===== src/rtl/ca_pkg.sv =====
package ca_pkg;
    typedef enum logic [2:0] {
        OP_HOLD   = 3'd0,
        OP_LOAD   = 3'd1,
        OP_REPLAY = 3'd2,
        OP_STEP   = 3'd3,
        OP_FLIP   = 3'd4
    } ca_op_e;

    function automatic logic rule30(input logic l, input logic c, input logic r);
        return l ^ (c | r);
    endfunction
endpackage


===== src/rtl/ca_cell.sv =====
module ca_cell
    import ca_pkg::*;
(
    input  logic left_i,
    input  logic self_i,
    input  logic right_i,
    output logic next_o
);
    assign next_o = rule30(left_i, self_i, right_i);
endmodule


===== src/rtl/ca_seed_store.sv =====
module ca_seed_store #(
    parameter int N = 16
) (
    input  logic         clk,
    input  logic         rst_n,
    input  logic         load_i,
    input  logic [N-1:0] seed_i,
    output logic [N-1:0] seed_o
);
    logic [N-1:0] seed_d, seed_q;

    always_comb begin
        seed_d = seed_q;
        if (load_i) seed_d = seed_i;
    end

    always_ff @(posedge clk or negedge rst_n) begin
        if (!rst_n) seed_q <= '0;
        else        seed_q <= seed_d;
    end

    assign seed_o = seed_q;


    seed_hold_chk: assert property (@(posedge clk) disable iff (!rst_n)
        !load_i |=> seed_q == $past(seed_q));
endmodule


===== src/rtl/ca_keystream.sv =====
module ca_keystream
    import ca_pkg::*;
#(
    parameter int N   = 16,
    parameter int CTR = N / 2
) (
    input  logic         clk,
    input  logic         rst_n,
    input  logic         seed_load,
    input  logic [N-1:0] seed_in,
    input  logic         replay,
    input  logic         step,
    input  logic [N-1:0] fault_mask,
    output logic         ks_bit
);
    localparam int LAST = N - 1;

    typedef struct packed {
        logic [N-1:0] row;
    } ring_t;

    ring_t        st_d, st_q;
    ca_op_e       op;
    logic [N-1:0] seed_q;
    logic [N-1:0] pre_row;
    logic [N-1:0] stepped;

    initial begin
        if (N < 4) $error("ca_keystream: N must be at least 4");
    end

    ca_seed_store #(.N(N)) u_seed (
        .clk    (clk),
        .rst_n  (rst_n),
        .load_i (seed_load),
        .seed_i (seed_in),
        .seed_o (seed_q)
    );

    assign pre_row = st_q.row ^ fault_mask;

    for (genvar i = 0; i < N; i++) begin : g_cell
        localparam int LI = (i == 0)    ? LAST : i - 1;
        localparam int RI = (i == LAST) ? 0    : i + 1;
        ca_cell u_cell (
            .left_i  (pre_row[LI]),
            .self_i  (pre_row[i]),
            .right_i (pre_row[RI]),
            .next_o  (stepped[i])
        );
    end

    always_comb begin
        if (seed_load)              op = OP_LOAD;
        else if (replay)            op = OP_REPLAY;
        else if (step)              op = OP_STEP;
        else if (|fault_mask)       op = OP_FLIP;
        else                        op = OP_HOLD;

        st_d = st_q;
        case (op)
            OP_LOAD:   st_d.row = seed_in;
            OP_REPLAY: st_d.row = seed_q;
            OP_STEP:   st_d.row = stepped;
            OP_FLIP:   st_d.row = pre_row;
            default:   st_d.row = st_q.row;
        endcase
    end

    always_ff @(posedge clk or negedge rst_n) begin
        if (!rst_n) st_q <= '0;
        else        st_q <= st_d;
    end

    assign ks_bit = st_q.row[CTR];


    seed_load_chk: assert property (@(posedge clk) disable iff (!rst_n)
        seed_load |=> st_q.row == $past(seed_in));


    replay_chk: assert property (@(posedge clk) disable iff (!rst_n)
        (replay && !seed_load) |=> st_q.row == $past(seed_q));


    step_centre_chk: assert property (@(posedge clk) disable iff (!rst_n)
        (step && !seed_load && !replay) |=>
        ks_bit == $past(pre_row[CTR-1] ^ (pre_row[CTR] | pre_row[CTR+1])));


    flip_chk: assert property (@(posedge clk) disable iff (!rst_n)
        (!seed_load && !replay && !step) |=> st_q.row == $past(st_q.row ^ fault_mask));


    hold_chk: assert property (@(posedge clk) disable iff (!rst_n)
        (!seed_load && !replay && !step && fault_mask == '0) |=> $stable(st_q.row));
endmodule


===== config.mk =====
export PLATFORM = sky130hd
export DESIGN_NAME = ca_keystream
export DESIGN_NICKNAME = d
export VERILOG_FILES = /design/src/rtl/ca_pkg.sv /design/src/rtl/ca_cell.sv /design/src/rtl/ca_seed_store.sv /design/src/rtl/ca_keystream.sv
export SDC_FILE = /design/constraint.sdc
export NUM_CORES = 1
export LEC_CHECK = 0
export CAP_MARGIN = 0
export CORE_AREA = 5 5 96 98
export CTS_BUF_LIST = sky130_fd_sc_hd__clkbuf_2 sky130_fd_sc_hd__clkbuf_4 sky130_fd_sc_hd__clkbuf_8
export DETAILED_ROUTE_END_ITERATION = 16
export DIE_AREA = 0 0 101 103
export PLACE_DENSITY_LB_ADDON = 0.15
export SYNTH_ARGS = -nofsm -noshare
export SYNTH_HDL_FRONTEND = slang
export SYNTH_HIERARCHICAL = 1
export SYNTH_SLANG_ARGS = --single-unit

===== constraint.sdc =====
create_clock -name clk -period 1.4 [get_ports clk]
set_input_delay 0.35 -clock clk [delete_from_list [all_inputs] [get_ports clk]]
set_output_delay 0.35 -clock clk [all_outputs]
set_load 0.05 [all_outputs]

Word level (Yosys, flattened, before mapping)
Cells that the tools add are included.
Storage, ports and cells
  bits in registers: 32
  bits of input ports: 37
  output and inout port bits: 1
Operators by class
  equality and inequality tests: 4
  muxes and demuxes: 5
  bitwise logic cells: 33
  reduce and logical (&&, ||, !) cells: 2
Operators with widths (count)
  $pmux 16 s4: 1
  $or 1x1->1: 16
  $reduce_or 16->1: 1
  $xor 1x1->1: 16
  $xor 16x16->16: 1
  $mux 3: 4
  $eq 3x2->1 const B: 2
  $reduce_bool 4->1: 1
  $eq 3x1->1 const B: 1
  $eq 3x3->1 const B: 1

Depth between registers and ports, before layout
Gate-level depths: netlist (run 1).
  word-level depth: 7
  gate-level depth with buffers: 6

By module
Netlist (run 1), hierarchy kept.
By module, submodules not included
  ca_keystream: instances 1, cells each 125, area each 1114.8 um2, sequential area each 400.4 um2
  ca_seed_store: instances 1, cells each 34, area each 649.4 um2, sequential area each 400.4 um2
  ca_cell: instances 16, cells each 2, area each 15.0 um2, sequential area each 0.0 um2

Worst setup path before layout (run 1)
No wires, ideal clock.
  path type: register to register
  start: register st_q[8] (netlist bit)
  end: register st_q[7] (netlist bit)
  setup time: 0.066 ns
  arrival: 1.625 ns
  required time: 1.334 ns
  setup slack: -0.291 ns
  stages on the path, launching flop included: 7
  path buffers: 0
  period minus slack after synthesis: 1.691 ns
  cells stage by stage: dfrtp_1 > xor2_1 > nor2_2 > xnor2_1 > o22ai_1 > o21ai_0 > o311a_1
On the way
  word-level cells in the longest chain between the ends: 4
Ends and longest elaborated chain
  start, declared: RTL line ca_keystream.sv:22  | ring_t st_d, st_q;
  start signal, assigned: RTL line ca_keystream.sv:72  | else st_q <= st_d;
  $xor 16x16->16: RTL line ca_keystream.sv:40  | assign pre_row = st_q.row ^ fault_mask;
  net pre_row[8]: RTL line ca_keystream.sv:25  | logic [N-1:0] pre_row;
  $or 1x1->1: RTL line ca_pkg.sv:11  | return l ^ (c | r);
  $xor 1x1->1: RTL line ca_pkg.sv:11
  net stepped[7]: RTL line ca_keystream.sv:26  | logic [N-1:0] stepped;
  $pmux 16 s4: RTL line ca_keystream.sv:61  | case (op)
The timed path passes the listed nets, and every way through them passes these cells.
A chain may end at the register's enable or synchronous reset.

Worst setup path in the final report (run 1)
  start: register st_q[14] (netlist bit)
  end: register st_q[14] (netlist bit)
Same word-level chain as after synthesis.

==> metrics, run 1 <==
Worst Clk Skew 8.60 ps; synthesized area per cell 10.5 sq um; num rows 34; drt drc 0; top post-synthesis cells by area dfrtp_1, a22oi_1, mux2_4; Slew HR 64.0%; CP required 1620 ps; synthesized flop and latch total 32; Post-DP Area 0.00276 sq mm; hpwl dp 4200 microns; Synth cell types 26; clk slew on worst S/H paths 80 ps; final hold viol count 0; initial antenna violation count 0; Synth area leader dfrtp_1; ANT nets after route 0; setup ws final 8.11 ps; Sw Ratio 31.7%; fin nets 308; I/O Pins 38; number of flops mapped to enable cells by yosys 0; core footprint 0.00838 sq mm; CTS tree done; CP max FO 3; Max VDD drop 433 uV; Post-Route Setup TNS 0 ps; routability cong. 0.730; post-layout util 37.3%; global-route usage over all layers 11.9%; Max Buffers Root-to-Sink 2; R2R depth 6; hold_ws 428 ps; WL final 5900 microns; type of destination of the critical path flop; Post-Syn Instances 191; worst r2r dst st_q[14]; status finished clean; Die Y 103 microns; Main synth FF type dfrtp_1; Clk Latency, worst-skew pair 290 ps; Die X-Extent 101 microns; Int Power 2.32 mW; clock sinks 32; total power 3.39 mW; CP arrival 1620 ps; worst path cell trace xor2_4 > nor2_4 > xnor2_2 > o22ai_1 > o21ai_1 > o311a_1; sequential fraction of the synthesis area 40.0%; Min-Delay Path Class in -> async; Flop pwr share 33.4%; Num CTS Buffers 5; Final setup viols 0; RSZ-0062 raised after global routing true; Synth top area share 40.0%; max-cap viol count 0; CTS Hold Bufs 0; Post-Syn Area 0.00200 sq mm; type of origin of the critical path flop; vias per cell 4.56; First-pass DRT Iterations 4; pre-CTS WS -697 ps; most frequent cells in the layout buf_4, dfrtp_1, a22oi_1; DR vias 1731; Clock power frac 26.5%; Setup CP Type reg -> reg; overflow left after global routing 0; final non-filler cell total 380; P_sw 1.08 mW; H-tree depth 2; CP max-delay cell dfrtp_2; synth warn 6; I/O Buffers 37; commonest non-fill, non-tap cell in the layout buf_4; Syn Nets 228; # diodes 0; ys async rst share 100%; share of layout cells above drive strength 1 48.9%; global-route wire length before repair 9480 microns; Die ar. 0.0104 sq mm; pin count of the biggest net entering global routing 40; r2r setup slk 8 ps; Buf+Inv Stages, Crit Path 0; achievable frequency 718 MHz; Tcrit/Tclk final 99.4%; Crit path largest cell delay 450 ps; Area Overhead vs Synth 56.1%; drt wl/cell 15.5 microns; root buf cell clkbuf_8; Logic pwr share 40.0%; leakage 1.29 nW; vias in the first global route 1767; pwr dens 1080 mW/mm^2; DP Cell Count 364; minimum clock period after layout 1390 ps; kind of cell adding the most delay to the critical path flip-flops; initial DRC count 59; Critical R2R Launch st_q[14]; Initial Utilization 23.9%; actual slew at the worst max-slew pin 539 ps; max-slew violation count 0; fin area 0.00313 sq mm
==> cell type report <==
cell class | count | area (sq um)
clock buffer | 5 | 68.8
clock inverter | 3 | 42.5
fill | 846 | 5250
inverter | 1 | 3.75
multi-input combinational | 147 | 1390
sequential | 32 | 803
tap | 108 | 135
timing repair buffer | 84 | 688
==> cells by family after synthesis <==
family / Yosys count / synth area share (%)
AOI/OAI and AO/OA: 53 / 18.4
DFF: 32 / 40.0
buffers and inverters: 12 / 3.99
and+or+nand+nor: 46 / 12.9
muxes: 16 / 10.9
xor gates and xnor gates: 32 / 14.0
==> sequential cells by signal (all words and copies together) (netlist names) <==
name           flops
st_q              16
u_seed/seed_o     16
==> layer usage <==
metal | GRT usage [%] | wire length, microns | part of all wire (%) | vias up
met3 | 2.23 | 219 | 3.7 | 4
met1 | 17.1 | 2920 | 49 | 840
met2 | 18.3 | 2710 | 46 | 35
met5 | 0 | 0 | 0 | -
met4 | 3.68 | 52 | 0.88 | 0
li1 | - | - | - | 852
==> timing repair <==
item | 4_1_cts | 5_1_grt
buffers inserted | 4 | 5
gates cloned | 1 | 0
setup endpoints to repair | 16 | 17
gates resized for setup | 72 | 33
pin swaps | 8 | 30
==> how the worst max path moves through the flow <==
| stage | startpoint | to | slack, ps | depth (start not counted) |
|---|---|---|---|---|
| floorplan | st_q[8] | st_q[8] | -40 | 6 |
| global placement | fault_mask[7] | st_q[10] | -700 | 5 |
| detailed placement | fault_mask[7] | st_q[15] | -700 | 5 |
| CTS | st_q[13] | st_q[12] | -5 | 6 |
| global route | st_q[14] | st_q[14] | -70 | 6 |
| finish | st_q[14] | st_q[14] | 8 | 6 |
==> cells in the mapped netlist (all sizes together), types with 2 or more instances <==
| cell | instances |
|---|---|
| xnor2 | 16 |
| xor2 | 16 |
| buf | 6 |
| mux2 | 16 |
| nand2b | 2 |
| dfrtp | 32 |
| o22ai | 6 |
| nor4 | 4 |
| clkbuf | 5 |
| a22oi | 25 |
| nand3 | 6 |
| o311a | 6 |
| nor2 | 23 |
| nand2 | 7 |
| o21ai | 15 |
==> power groups by stage <==
stage               logic [mW]  clock network [mW]  registers [mW]
finish                    1.36               0.901            1.14
global route              1.48               0.961            1.15
CTS                       1.20               0.933            1.12
detailed placement        1.16                   0            1.13
global placement          1.16                   0            1.13
floorplan                0.656                   0            1.13
No activity file was read; power rests on OpenSTA's default activity.
==> run 2, diff against run 1 <==
Settings changed: CAP_MARGIN 0 to 15.
==> results of run 2 <==
Same layout as run 1: the final DEF is identical, and so are final timing and power.
